## src/rtl/wfa_pkg.sv

```systemverilog
package wfa_pkg;
    typedef enum logic {
        ST_EMPTY = 1'b0,
        ST_HOLD  = 1'b1
    } wfa_state_e;
endpackage

```

## src/rtl/wfa_elig.sv

```systemverilog
module wfa_elig #(
    parameter int N_SLOTS   = 4,
    parameter int OCC_W     = 4,
    parameter int OCC_LIMIT = 4
) (
    input  logic [N_SLOTS-1:0]       run_i,
    input  logic [N_SLOTS*OCC_W-1:0] occ_i,
    input  logic [N_SLOTS-1:0]       br_i,
    input  logic [N_SLOTS-1:0]       pending_i,
    input  logic [N_SLOTS-1:0]       queued_i,
    output logic [N_SLOTS-1:0]       join_o
);
    localparam logic [OCC_W-1:0] LIMIT = OCC_W'(OCC_LIMIT);

    for (genvar j = 0; j < N_SLOTS; j++) begin : g_slot
        logic room;
        assign room      = occ_i[j*OCC_W +: OCC_W] <= LIMIT;
        assign join_o[j] = run_i[j] && room && !br_i[j] && !pending_i[j] && !queued_i[j];
    end
endmodule

```

## src/rtl/wfa_order_queue.sv

```systemverilog
module wfa_order_queue
    import wfa_pkg::*;
#(
    parameter int N_SLOTS = 4,
    parameter int IDW     = 2
) (
    input  logic               clk,
    input  logic               rst_n,
    input  logic [N_SLOTS-1:0] join_i,
    output logic               sel_valid_o,
    output logic [IDW-1:0]     sel_slot_o
);
    localparam int CW = $clog2(N_SLOTS + 1);

    wfa_state_e     state_q, state_n;
    logic [CW-1:0]  count_q, count_n;
    logic [IDW-1:0] q_q [N_SLOTS];
    logic [IDW-1:0] q_n [N_SLOTS];
    logic [IDW-1:0] lst [N_SLOTS];
    logic [CW-1:0]  len;

    // Merge the held entries with this edge's arrivals, oldest first.
    always_comb begin
        for (int i = 0; i < N_SLOTS; i++) lst[i] = q_q[i];
        len = count_q;
        for (int j = 0; j < N_SLOTS; j++) begin
            if (join_i[j] && (len < CW'(N_SLOTS))) begin
                lst[len[IDW-1:0]] = IDW'(j);
                len = len + 1'b1;
            end
        end
    end

    always_comb begin
        for (int i = 0; i < N_SLOTS - 1; i++) q_n[i] = lst[i+1];
        q_n[N_SLOTS-1] = '0;
        count_n = (len != '0) ? len - 1'b1 : '0;
        unique case (state_q)
            ST_EMPTY: state_n = (len > CW'(1)) ? ST_HOLD : ST_EMPTY;
            ST_HOLD:  state_n = (len > CW'(1)) ? ST_HOLD : ST_EMPTY;
            default:  state_n = ST_EMPTY;
        endcase
    end

    always_ff @(posedge clk) begin
        if (!rst_n) begin
            state_q <= ST_EMPTY;
            count_q <= '0;
            for (int i = 0; i < N_SLOTS; i++) q_q[i] <= '0;
        end else begin
            state_q <= state_n;
            count_q <= count_n;
            for (int i = 0; i < N_SLOTS; i++) q_q[i] <= q_n[i];
        end
    end

    always_comb begin
        sel_valid_o = (len != '0);
        sel_slot_o  = (len != '0) ? lst[0] : '0;
    end

    p_hold_grants_r6: assert property (@(posedge clk) disable iff (!rst_n)
        (state_q == ST_HOLD) |-> sel_valid_o);
    p_empty_quiet_r3: assert property (@(posedge clk) disable iff (!rst_n)
        (state_q == ST_EMPTY && join_i == '0) |-> !sel_valid_o);
    p_no_overflow_r7: assert property (@(posedge clk) disable iff (!rst_n)
        count_q < CW'(N_SLOTS));
endmodule

```

## src/rtl/wfa_slot_flags.sv

```systemverilog
module wfa_slot_flags #(
    parameter int N_SLOTS = 4,
    parameter int IDW     = 2
) (
    input  logic               clk,
    input  logic               rst_n,
    input  logic [N_SLOTS-1:0] join_i,
    input  logic               sel_valid_i,
    input  logic [IDW-1:0]     sel_slot_i,
    input  logic               ret_valid_i,
    input  logic [IDW-1:0]     ret_slot_i,
    output logic [N_SLOTS-1:0] pending_o,
    output logic [N_SLOTS-1:0] queued_o
);
    logic [N_SLOTS-1:0] take, drop;

    always_comb begin
        for (int j = 0; j < N_SLOTS; j++) begin
            take[j] = sel_valid_i && (sel_slot_i == IDW'(j));
            drop[j] = ret_valid_i && (ret_slot_i == IDW'(j));
        end
    end

    always_ff @(posedge clk) begin
        if (!rst_n) begin
            pending_o <= '0;
            queued_o  <= '0;
        end else begin
            queued_o  <= (queued_o | join_i) & ~take;
            pending_o <= (pending_o | take) & ~(drop & ~take);
        end
    end

    for (genvar j = 0; j < N_SLOTS; j++) begin : g_chk
        p_ret_clears_r8: assert property (@(posedge clk) disable iff (!rst_n)
            (drop[j] && !take[j]) |=> !pending_o[j]);
        p_take_sets_r5: assert property (@(posedge clk) disable iff (!rst_n)
            take[j] |=> (pending_o[j] && !queued_o[j]));
    end
endmodule

```

## src/rtl/wave_fetch_arbiter.sv

```systemverilog
module wave_fetch_arbiter #(
    parameter int N_SLOTS   = 4,
    parameter int OCC_W     = 4,
    parameter int OCC_LIMIT = 4,
    parameter int IDW       = (N_SLOTS > 1) ? $clog2(N_SLOTS) : 1
) (
    input  logic                     clk,
    input  logic                     rst_n,
    input  logic [N_SLOTS-1:0]       run_i,
    input  logic [N_SLOTS*OCC_W-1:0] occ_i,
    input  logic [N_SLOTS-1:0]       br_i,
    input  logic                     ret_valid_i,
    input  logic [IDW-1:0]           ret_slot_i,
    output logic                     grant_valid_o,
    output logic [IDW-1:0]           grant_slot_o,
    output logic [N_SLOTS-1:0]       pending_o,
    output logic [N_SLOTS-1:0]       queued_o
);
    logic [N_SLOTS-1:0] joins;
    logic               sel_valid;
    logic [IDW-1:0]     sel_slot;

    wfa_elig #(.N_SLOTS(N_SLOTS), .OCC_W(OCC_W), .OCC_LIMIT(OCC_LIMIT)) u_elig (
        .run_i(run_i), .occ_i(occ_i), .br_i(br_i),
        .pending_i(pending_o), .queued_i(queued_o), .join_o(joins)
    );

    wfa_order_queue #(.N_SLOTS(N_SLOTS), .IDW(IDW)) u_queue (
        .clk(clk), .rst_n(rst_n), .join_i(joins),
        .sel_valid_o(sel_valid), .sel_slot_o(sel_slot)
    );

    wfa_slot_flags #(.N_SLOTS(N_SLOTS), .IDW(IDW)) u_flags (
        .clk(clk), .rst_n(rst_n), .join_i(joins),
        .sel_valid_i(sel_valid), .sel_slot_i(sel_slot),
        .ret_valid_i(ret_valid_i), .ret_slot_i(ret_slot_i),
        .pending_o(pending_o), .queued_o(queued_o)
    );

    always_ff @(posedge clk) begin
        if (!rst_n) begin
            grant_valid_o <= 1'b0;
            grant_slot_o  <= '0;
        end else begin
            grant_valid_o <= sel_valid;
            grant_slot_o  <= sel_valid ? sel_slot : '0;
        end
    end

    p_grant_pending_r5: assert property (@(posedge clk) disable iff (!rst_n)
        grant_valid_o |-> pending_o[grant_slot_o]);
    p_no_repeat_r4: assert property (@(posedge clk) disable iff (!rst_n)
        grant_valid_o |=> !(grant_valid_o && grant_slot_o == $past(grant_slot_o)));
    p_exclusive_r9: assert property (@(posedge clk) disable iff (!rst_n)
        (queued_o & pending_o) == '0);
endmodule

```

## config.mk

```make
export PLATFORM = sky130hd
export DESIGN_NAME = wave_fetch_arbiter
export DESIGN_NICKNAME = d
export VERILOG_FILES = /design/src/rtl/wfa_pkg.sv /design/src/rtl/wfa_elig.sv /design/src/rtl/wfa_order_queue.sv /design/src/rtl/wfa_slot_flags.sv /design/src/rtl/wave_fetch_arbiter.sv
export SDC_FILE = /design/constraint.sdc
export NUM_CORES = 1
export LEC_CHECK = 0
export ABC_CLOCK_PERIOD_IN_PS = 7700
export BUFFER_PORTS_ARGS = -buffer_cell sky130_fd_sc_hd__buf_2
export CAP_MARGIN = 20
export CORE_ASPECT_RATIO = 1.25
export CORE_MARGIN = 2
export CORE_UTILIZATION = 35
export CTS_BUF_LIST = sky130_fd_sc_hd__clkbuf_4 sky130_fd_sc_hd__clkbuf_8
export DETAILED_ROUTE_END_ITERATION = 8
export SLEW_MARGIN = 20
export SYNTH_ARGS = -nofsm -noshare
export SYNTH_HDL_FRONTEND = slang
export SYNTH_HIERARCHICAL = 1
export SYNTH_SLANG_ARGS = --single-unit
```

## constraint.sdc

```tcl
create_clock -name clk -period 7.7 [get_ports clk]
set_input_delay 0 -clock clk [delete_from_list [all_inputs] [get_ports clk]]
set_output_delay 0 -clock clk [all_outputs]
set_load 0.05 [all_outputs]
```

Word-level counts from Yosys, hierarchy flattened. Memories as Yosys holds them, arrays and structs flattened. Cells that the tools add are included.

Add/subtract/negate cells: 5. $lt $le $gt $ge: 16. Equality and inequality tests: 6. Multiplexer cells: 23. Bitwise operators: 24. Reduce and logical (&&, ||, !) cells: 48.

Operators with widths (count): $logic_and 1x1->1 (32); $mux 8 (4); $and 4x4->4 (5); $mux 2 (9); $demux 2 s2 (4); $le 4x3->1 const B (4); $not 4->4 (4); $or 4x4->4 (4); $add 3x1->3 const B (4); $ge 3x3->1 const B (4); $logic_not 1->1 (12); $lt 3x1->1 const B (4); $lt 3x3->1 const B (4); $mux 3 (4); $not 2->3 (4); $and 8x8->8 (1); $eq 2x2->1 const B (4); $not 8->8 (1); $or 8x8->8 (1); $eq 2x1->1 const B (2); $logic_not 2->1 (2); $or 1x1->1 (4); $reduce_bool 3->1 (1); $sub 3x1->3 const B (1); other kinds (2) (3).

Flip-flop bits (word level): 14. Bits in writable memories: 8. Bits of input ports: 29. Output and inout bits: 11. Word-level logic and storage cells: 128. Memories: 1.

Memory list: u_queue.q_q (words 4, width 2, read ports 4, clocked after Yosys merged registers in 0, wr ports 4, line wfa_order_queue.sv:17) `logic [IDW-1:0] q_q [N_SLOTS];`.

Longest topological paths before layout.
Depth after elaboration: 27. Gate-level depth with buffers: 18. Mapped depth without buffers: 18.

Modules after synthesis. Netlist, hierarchy kept.

Modules (own cells, without submodules): wfa_order_queue (instances 1, cells an instance 107, area each 908.4 um^2, sequential area each 180.2 um^2); wfa_slot_flags (instances 1, cells an instance 30, area each 317.8 um^2, sequential area each 160.2 um^2); wfa_elig (instances 1, cells an instance 16, area each 85.1 um^2, sequential area each 0.0 um^2); wave_fetch_arbiter (instances 1, cells an instance 6, area each 78.8 um^2, sequential area each 60.1 um^2).

Least setup slack after synthesis. OpenSTA, ideal clock, no wires.

Path kind: register to register. Start point: register u_flags.pending_o[0]. End point: register u_flags.queued_o[1]. Setup time: 0.119 ns. Arrival: 4.065 ns. Required time: 7.581 ns. Slack: 3.516 ns. Cell stages (with the launch flop): 18. Buffers on the path: 0. Period minus slack after synthesis: 4.184 ns. Cell sequence: dfxtp_1 -> nor2_1 -> and4_1 -> and2b_2 -> mux2_4 -> ha_1 -> mux2i_4 -> inv_1 -> ha_1 -> nand2_1 -> nand3_1 -> nor2_1 -> mux2_2 -> ha_1 -> ha_1 -> a21oi_1 -> inv_1 -> o221a_2.

Cells in the longest elaborated chain, start to end: 23. Elaborated cells between the ends (all ways): 52. Classes of those cells: add/sub: 3; order compare: 9; eq/ne: 1; mux: 15; bitwise: 12; reduce/logical: 12.

RTL lines: start, declared (line wfa_slot_flags.sv:12) `output logic [N_SLOTS-1:0] pending_o,`; start signal, assigned (line wfa_slot_flags.sv:30) `pending_o <= (pending_o | take) & ~(drop & ~take);`; $logic_not 1->1 * (line wfa_elig.sv:18) `assign join_o[j] = run_i[j] && room && !br_i[j] && !pending_i[j] && !queued_i[j];`; $logic_and 1x1->1 * (2 in series) (line wfa_elig.sv:18); named net joins[0] (line wave_fetch_arbiter.sv:19) `logic [N_SLOTS-1:0] joins;`; $logic_and 1x1->1 * (line wfa_order_queue.sv:27) `if (join_i[j] && (len < CW'(N_SLOTS))) begin`; $mux 3 (line wfa_order_queue.sv:27); $lt 3x3->1 (line wfa_order_queue.sv:27); $logic_and 1x1->1 (line wfa_order_queue.sv:27); $mux 3 (line wfa_order_queue.sv:27); [8 not listed]; $or 8x8->8 (no source line); $mux 8 (line wfa_order_queue.sv:27); $mux 2 * (line wfa_order_queue.sv:59) `sel_slot_o = (len != '0) ? lst[0] : '0;`; named net sel_slot[0] (line wave_fetch_arbiter.sv:21) `logic [IDW-1:0] sel_slot;`; $eq 2x1->1 * (line wfa_slot_flags.sv:19) `take[j] = sel_valid_i && (sel_slot_i == IDW'(j));`; $logic_and 1x1->1 * (line wfa_slot_flags.sv:19); $not 4->4 * (line wfa_slot_flags.sv:29) `queued_o <= (queued_o | join_i) & ~take;`; $and 4x4->4 * (line wfa_slot_flags.sv:29); end signal, assigned (line wfa_slot_flags.sv:29); end, declared (line wfa_slot_flags.sv:13) `output logic [N_SLOTS-1:0] queued_o`.

Mark *: on every way through the listed nets, which the timed path passes. The rest lies on a longest branch. A chain may end at the register's enable or synchronous reset.

Worst setup path after layout. Ends and elaborated chain as after synthesis.

==> summary.md <==
| Metric | Value |
|---|---|
| Syn nets | 203 |
| Starting density of the core | 0.367 |
| Period utilization | 0.571 |
| Least-Margin Pin Slew | 0.455 ns |
| Gate Count Post-Synth | 159 |
| Remaining Overflow, GRT | 0 |
| Clock tree from TritonCTS | yes |
| Post-DP HPWL | 2.54 mm |
| Slowest cell on the critical path | sky130_fd_sc_hd__and4_1 |
| Power density cells | 296 nW/um2 |
| Largest vdd supply drop | 0.227 mV |
| Startpoint kind of the worst setup timing path | register |
| Crit path kind | register to register |
| Wire length per cell after detailed routing | 12.8 um |
| Via count | 1213 |
| Maximum number of pins on one net before global-route repair | 16 |
| Leakage power | 0.781 nW |
| Number of stages on the worst hold path | 3 |
| Site row count | 25 |
| Reg-to-Reg End | u_flags/queued_o[1] |
| Final ANT Viol Nets | 0 |
| Number of failing hold endpoints at the final stage | 0 |
| Commonest cells after routing, fill and taps aside | sky130_fd_sc_hd__buf_2, sky130_fd_sc_hd__dfxtp_1, sky130_fd_sc_hd__nand2_1 |
| Max capacitance violation total | 0 |
| Cell mode on critical path | sky130_fd_sc_hd__ha_1 |
| Arrival time of the worst setup path | 4.55 ns |
| Number of antenna violations at the first check in global routing | 0 |
| Yosys warning total | 6 |
| Number of gates resized after cts | 0 |
| Worst flop-to-flop path startpoint | u_flags/pending_o[0] |
| Clock root buffer | sky130_fd_sc_hd__clkbuf_8 |
| Number of port buffers | 39 |
| Net total in the final layout | 241 |
| GR Util All Layers | 0.160 |
| Number of library cell types mapped by synthesis | 43 |
| Number of buffers inserted for hold repair after clock tree synthesis | 0 |
| Max-slew violations | 0 |
| Pre-CTS setup slack | 3.30 ns |
| Routed wire length | 3.21 mm |
| First-pass GRT wire length | 5.48 mm |
| Layout area overhead | 20.4% |
| Largest incremental delay on the critical path | 0.45 ns |
| Sum of negative setup slack | 0 ns |
| Register area share after synthesis | 0.288 |
| Insertion delay to the later sink of the worst-skew pair | 0.26 ns |
| Yosys top cell by area | sky130_fd_sc_hd__dfxtp_1 |
| Result of the run | complete, no violations |
| Number of register bits inferred by synthesis | 20 |
| DRC Markers | 0 |
| Largest delay share family, worst path | simple AND/OR/NAND/NOR gates |
| Most common cell after layout, fill and taps aside | sky130_fd_sc_hd__buf_2 |
| Clock transition at path regs | 0.08 ns |
| Largest cells by area after synthesis | sky130_fd_sc_hd__dfxtp_1, sky130_fd_sc_hd__ha_1, sky130_fd_sc_hd__nand2_1 |
| Share of Yosys cell area claimed by the top area cell type | 0.288 |
| Internal reg-to-reg setup slack | 3.30 ns |
| Chip width | 60.4 um |
| Setup crit end kind | register |
| Number of buffers created by CTS | 3 |
| Launch point of the critical path | u_flags/pending_o[0] |
| Number of failing setup endpoints in the final timing report | 0 |
| Worst R2R Path Depth | 17 |
| Post-CTS repair timing setup buffer count | 0 |
| Die Footprint | 4490 um2 |
| Routability cong. | 0.788 |
| N_diodes | 0 |
| Fin crit period | 4.40 ns |
| FMAX | 227 MHz |
| Pre-Repair DR Iteration Count | 4 |
| Die Y | 74.5 um |
| Chain of cells forming the critical path | nor2_1 -> and4_1 -> and2b_2 -> mux2_4 -> ha_1 -> mux2i_4 -> inv_1 -> ha_1 -> nand2_1 -> nand3_1 -> nor2_1 -> mux2_2 -> ha_1 -> ha_1 -> a21oi_1 -> inv_1 -> o221a_2 |
| Endpoint required time on the critical path | 7.86 ns |
| Setup clock skew after layout | 0.00240 ns |
| WP buf/inv | 2 |
| Cell area after technology mapping | 1390 um2 |
| Class of the tightest hold or removal check | input port to register |
| Clk sink count | 20 |
| Filler cell count in the final layout | 378 |
| Synthesized area per cell | 8.74 um2 |
| Number of DRC violations after detailed-routing iteration 0 | 37 |
| Setup repair after global routing missed its margin | no |
| Number of levels in the clock H-tree | 1 |
| Via count of the first global-routing pass | 1186 |
| CP max FO | 13 |
| Final critical-path setup slack | 3.30 ns |
| Number of primary I/O pins | 40 |
| Capture endpoint of the worst hold path | u_flags/pending_o[0] |
| Final standard cell utilization of the core | 0.442 |
| Core Footprint | 3780 um2 |
| Max Root-Sink Buffers | 2 |
| Normalized max-slew margin | 0.696 |
| Overall power after layout | 0.000495 W |
| Number of vias per cell | 4.85 |
| Critical hold path startpoint | ret_slot_i[1] |
| Share of cells above drive strength 1 | 0.296 |
==> layer usage <==
layer,up-vias,routed length [um],global-route usage
met3,6,83,0.0157
met2,25,1560,0.267
met4,0,55,0.0593
li1,638,-,-
met5,-,0,0
met1,544,1500,0.210
==> metrics by stage <==
step	hold WS (ns)	cells	cell area, um2
2_1_floorplan	0.127	159	1390
3_3_place_gp	0.316	246	1600
3_5_place_dp	0.286	246	1600
4_1_cts	0.0179	250	1670
5_1_grt	0.0730	250	1670
6_report	0.0262	250	1670
==> cell usage after synthesis <==
master and n:
sky130_fd_sc_hd__nor3b_1 4, sky130_fd_sc_hd__and2b_2 1, sky130_fd_sc_hd__mux2i_1 1, sky130_fd_sc_hd__and3_1 4, sky130_fd_sc_hd__a31oi_1 4, sky130_fd_sc_hd__nand2b_4 1, sky130_fd_sc_hd__buf_6 2, sky130_fd_sc_hd__o221a_1 1
sky130_fd_sc_hd__nor3_1 2, sky130_fd_sc_hd__nand2_1 18, sky130_fd_sc_hd__nor2_1 14, sky130_fd_sc_hd__nand2b_1 1, sky130_fd_sc_hd__a21oi_1 9, sky130_fd_sc_hd__a22o_2 1, sky130_fd_sc_hd__nor2b_1 1, sky130_fd_sc_hd__mux2_2 2
sky130_fd_sc_hd__and2_1 1, sky130_fd_sc_hd__and3b_1 3, sky130_fd_sc_hd__buf_4 3, sky130_fd_sc_hd__xnor2_2 1, sky130_fd_sc_hd__o22ai_1 4, sky130_fd_sc_hd__o221a_2 3, sky130_fd_sc_hd__dfxtp_1 20, sky130_fd_sc_hd__nand2_2 1
sky130_fd_sc_hd__and4_1 4, sky130_fd_sc_hd__nand4b_1 1, sky130_fd_sc_hd__xnor2_1 1, sky130_fd_sc_hd__a32o_1 1, sky130_fd_sc_hd__ha_1 15, sky130_fd_sc_hd__nand3b_1 1, sky130_fd_sc_hd__a22o_1 1, sky130_fd_sc_hd__xor2_2 1
sky130_fd_sc_hd__mux2i_4 1, sky130_fd_sc_hd__mux2_4 2, sky130_fd_sc_hd__o21ai_0 6, sky130_fd_sc_hd__o31ai_1 1, sky130_fd_sc_hd__nand3_1 2, sky130_fd_sc_hd__nor3_2 1, sky130_fd_sc_hd__xor2_1 1, sky130_fd_sc_hd__buf_2 1
sky130_fd_sc_hd__o21ai_1 4, sky130_fd_sc_hd__inv_1 10, sky130_fd_sc_hd__a21boi_0 3
==> final cells by class <==
type / instances / area, um2 / share of cell area
multi-input combinational: 123 / 902 / 0.539
sequential: 20 / 400 / 0.239
timing repair buffer: 39 / 195 / 0.117
tap: 54 / 67.6 / 0.0404
clock buffer: 3 / 41.3 / 0.0247
inverter: 10 / 37.5 / 0.0224
clock inverter: 1 / 30.0 / 0.0179
==> state kept, by name (all words and copies together), names as in the netlist <==
signal             count
u_queue/q_q            6
u_flags/queued_o       4
grant_valid_o          1
u_flags/pending_o      4
grant_slot_o           2
u_queue/count_q        3
==> worst register-to-register path: cells and delay by family, from the launching register on <==
| kind | cells | cell delay, ns |
|---|---|---|
| AOI/OAI and AO/OA | 2 | 0.57 |
| adders and majority gates | 4 | 0.95 |
| buffers and inverters | 2 | 0.19 |
| DFF | 1 | 0.33 |
| muxes | 3 | 0.91 |
| and+or+nand+nor | 6 | 1.35 |
==> worst max-delay path by stage <==
stage / end / cells after the start
after floorplan: u_flags/queued_o[1] / 17
after global placement: u_flags/queued_o[1] / 17
after detailed placement: u_flags/queued_o[1] / 17
after CTS: u_flags/queued_o[1] / 17
after global routing: u_flags/queued_o[1] / 17
final: u_flags/queued_o[1] / 17
==> power by group <==
group          switching, W  internal (W)
Sequential        0.0000240      0.000120
Clock             0.0000365     0.0000693
Combinational      0.000150     0.0000949
==> cell families (layout without fill, tap and decap cells) <==
group | Yosys count | in the layout | synth area share
XOR/XNOR | 4 | 4 | 0.0360
AND/OR/NAND/NOR | 60 | 60 | 0.238
adder cells (fa/ha/maj) | 15 | 15 | 0.135
multiplexers | 6 | 6 | 0.0612
AO/OA/AOI/OAI | 38 | 38 | 0.179
flip-flops | 20 | 20 | 0.288
buffers and inverters | 16 | 53 | 0.0630
(Power assumes the default switching activity.)
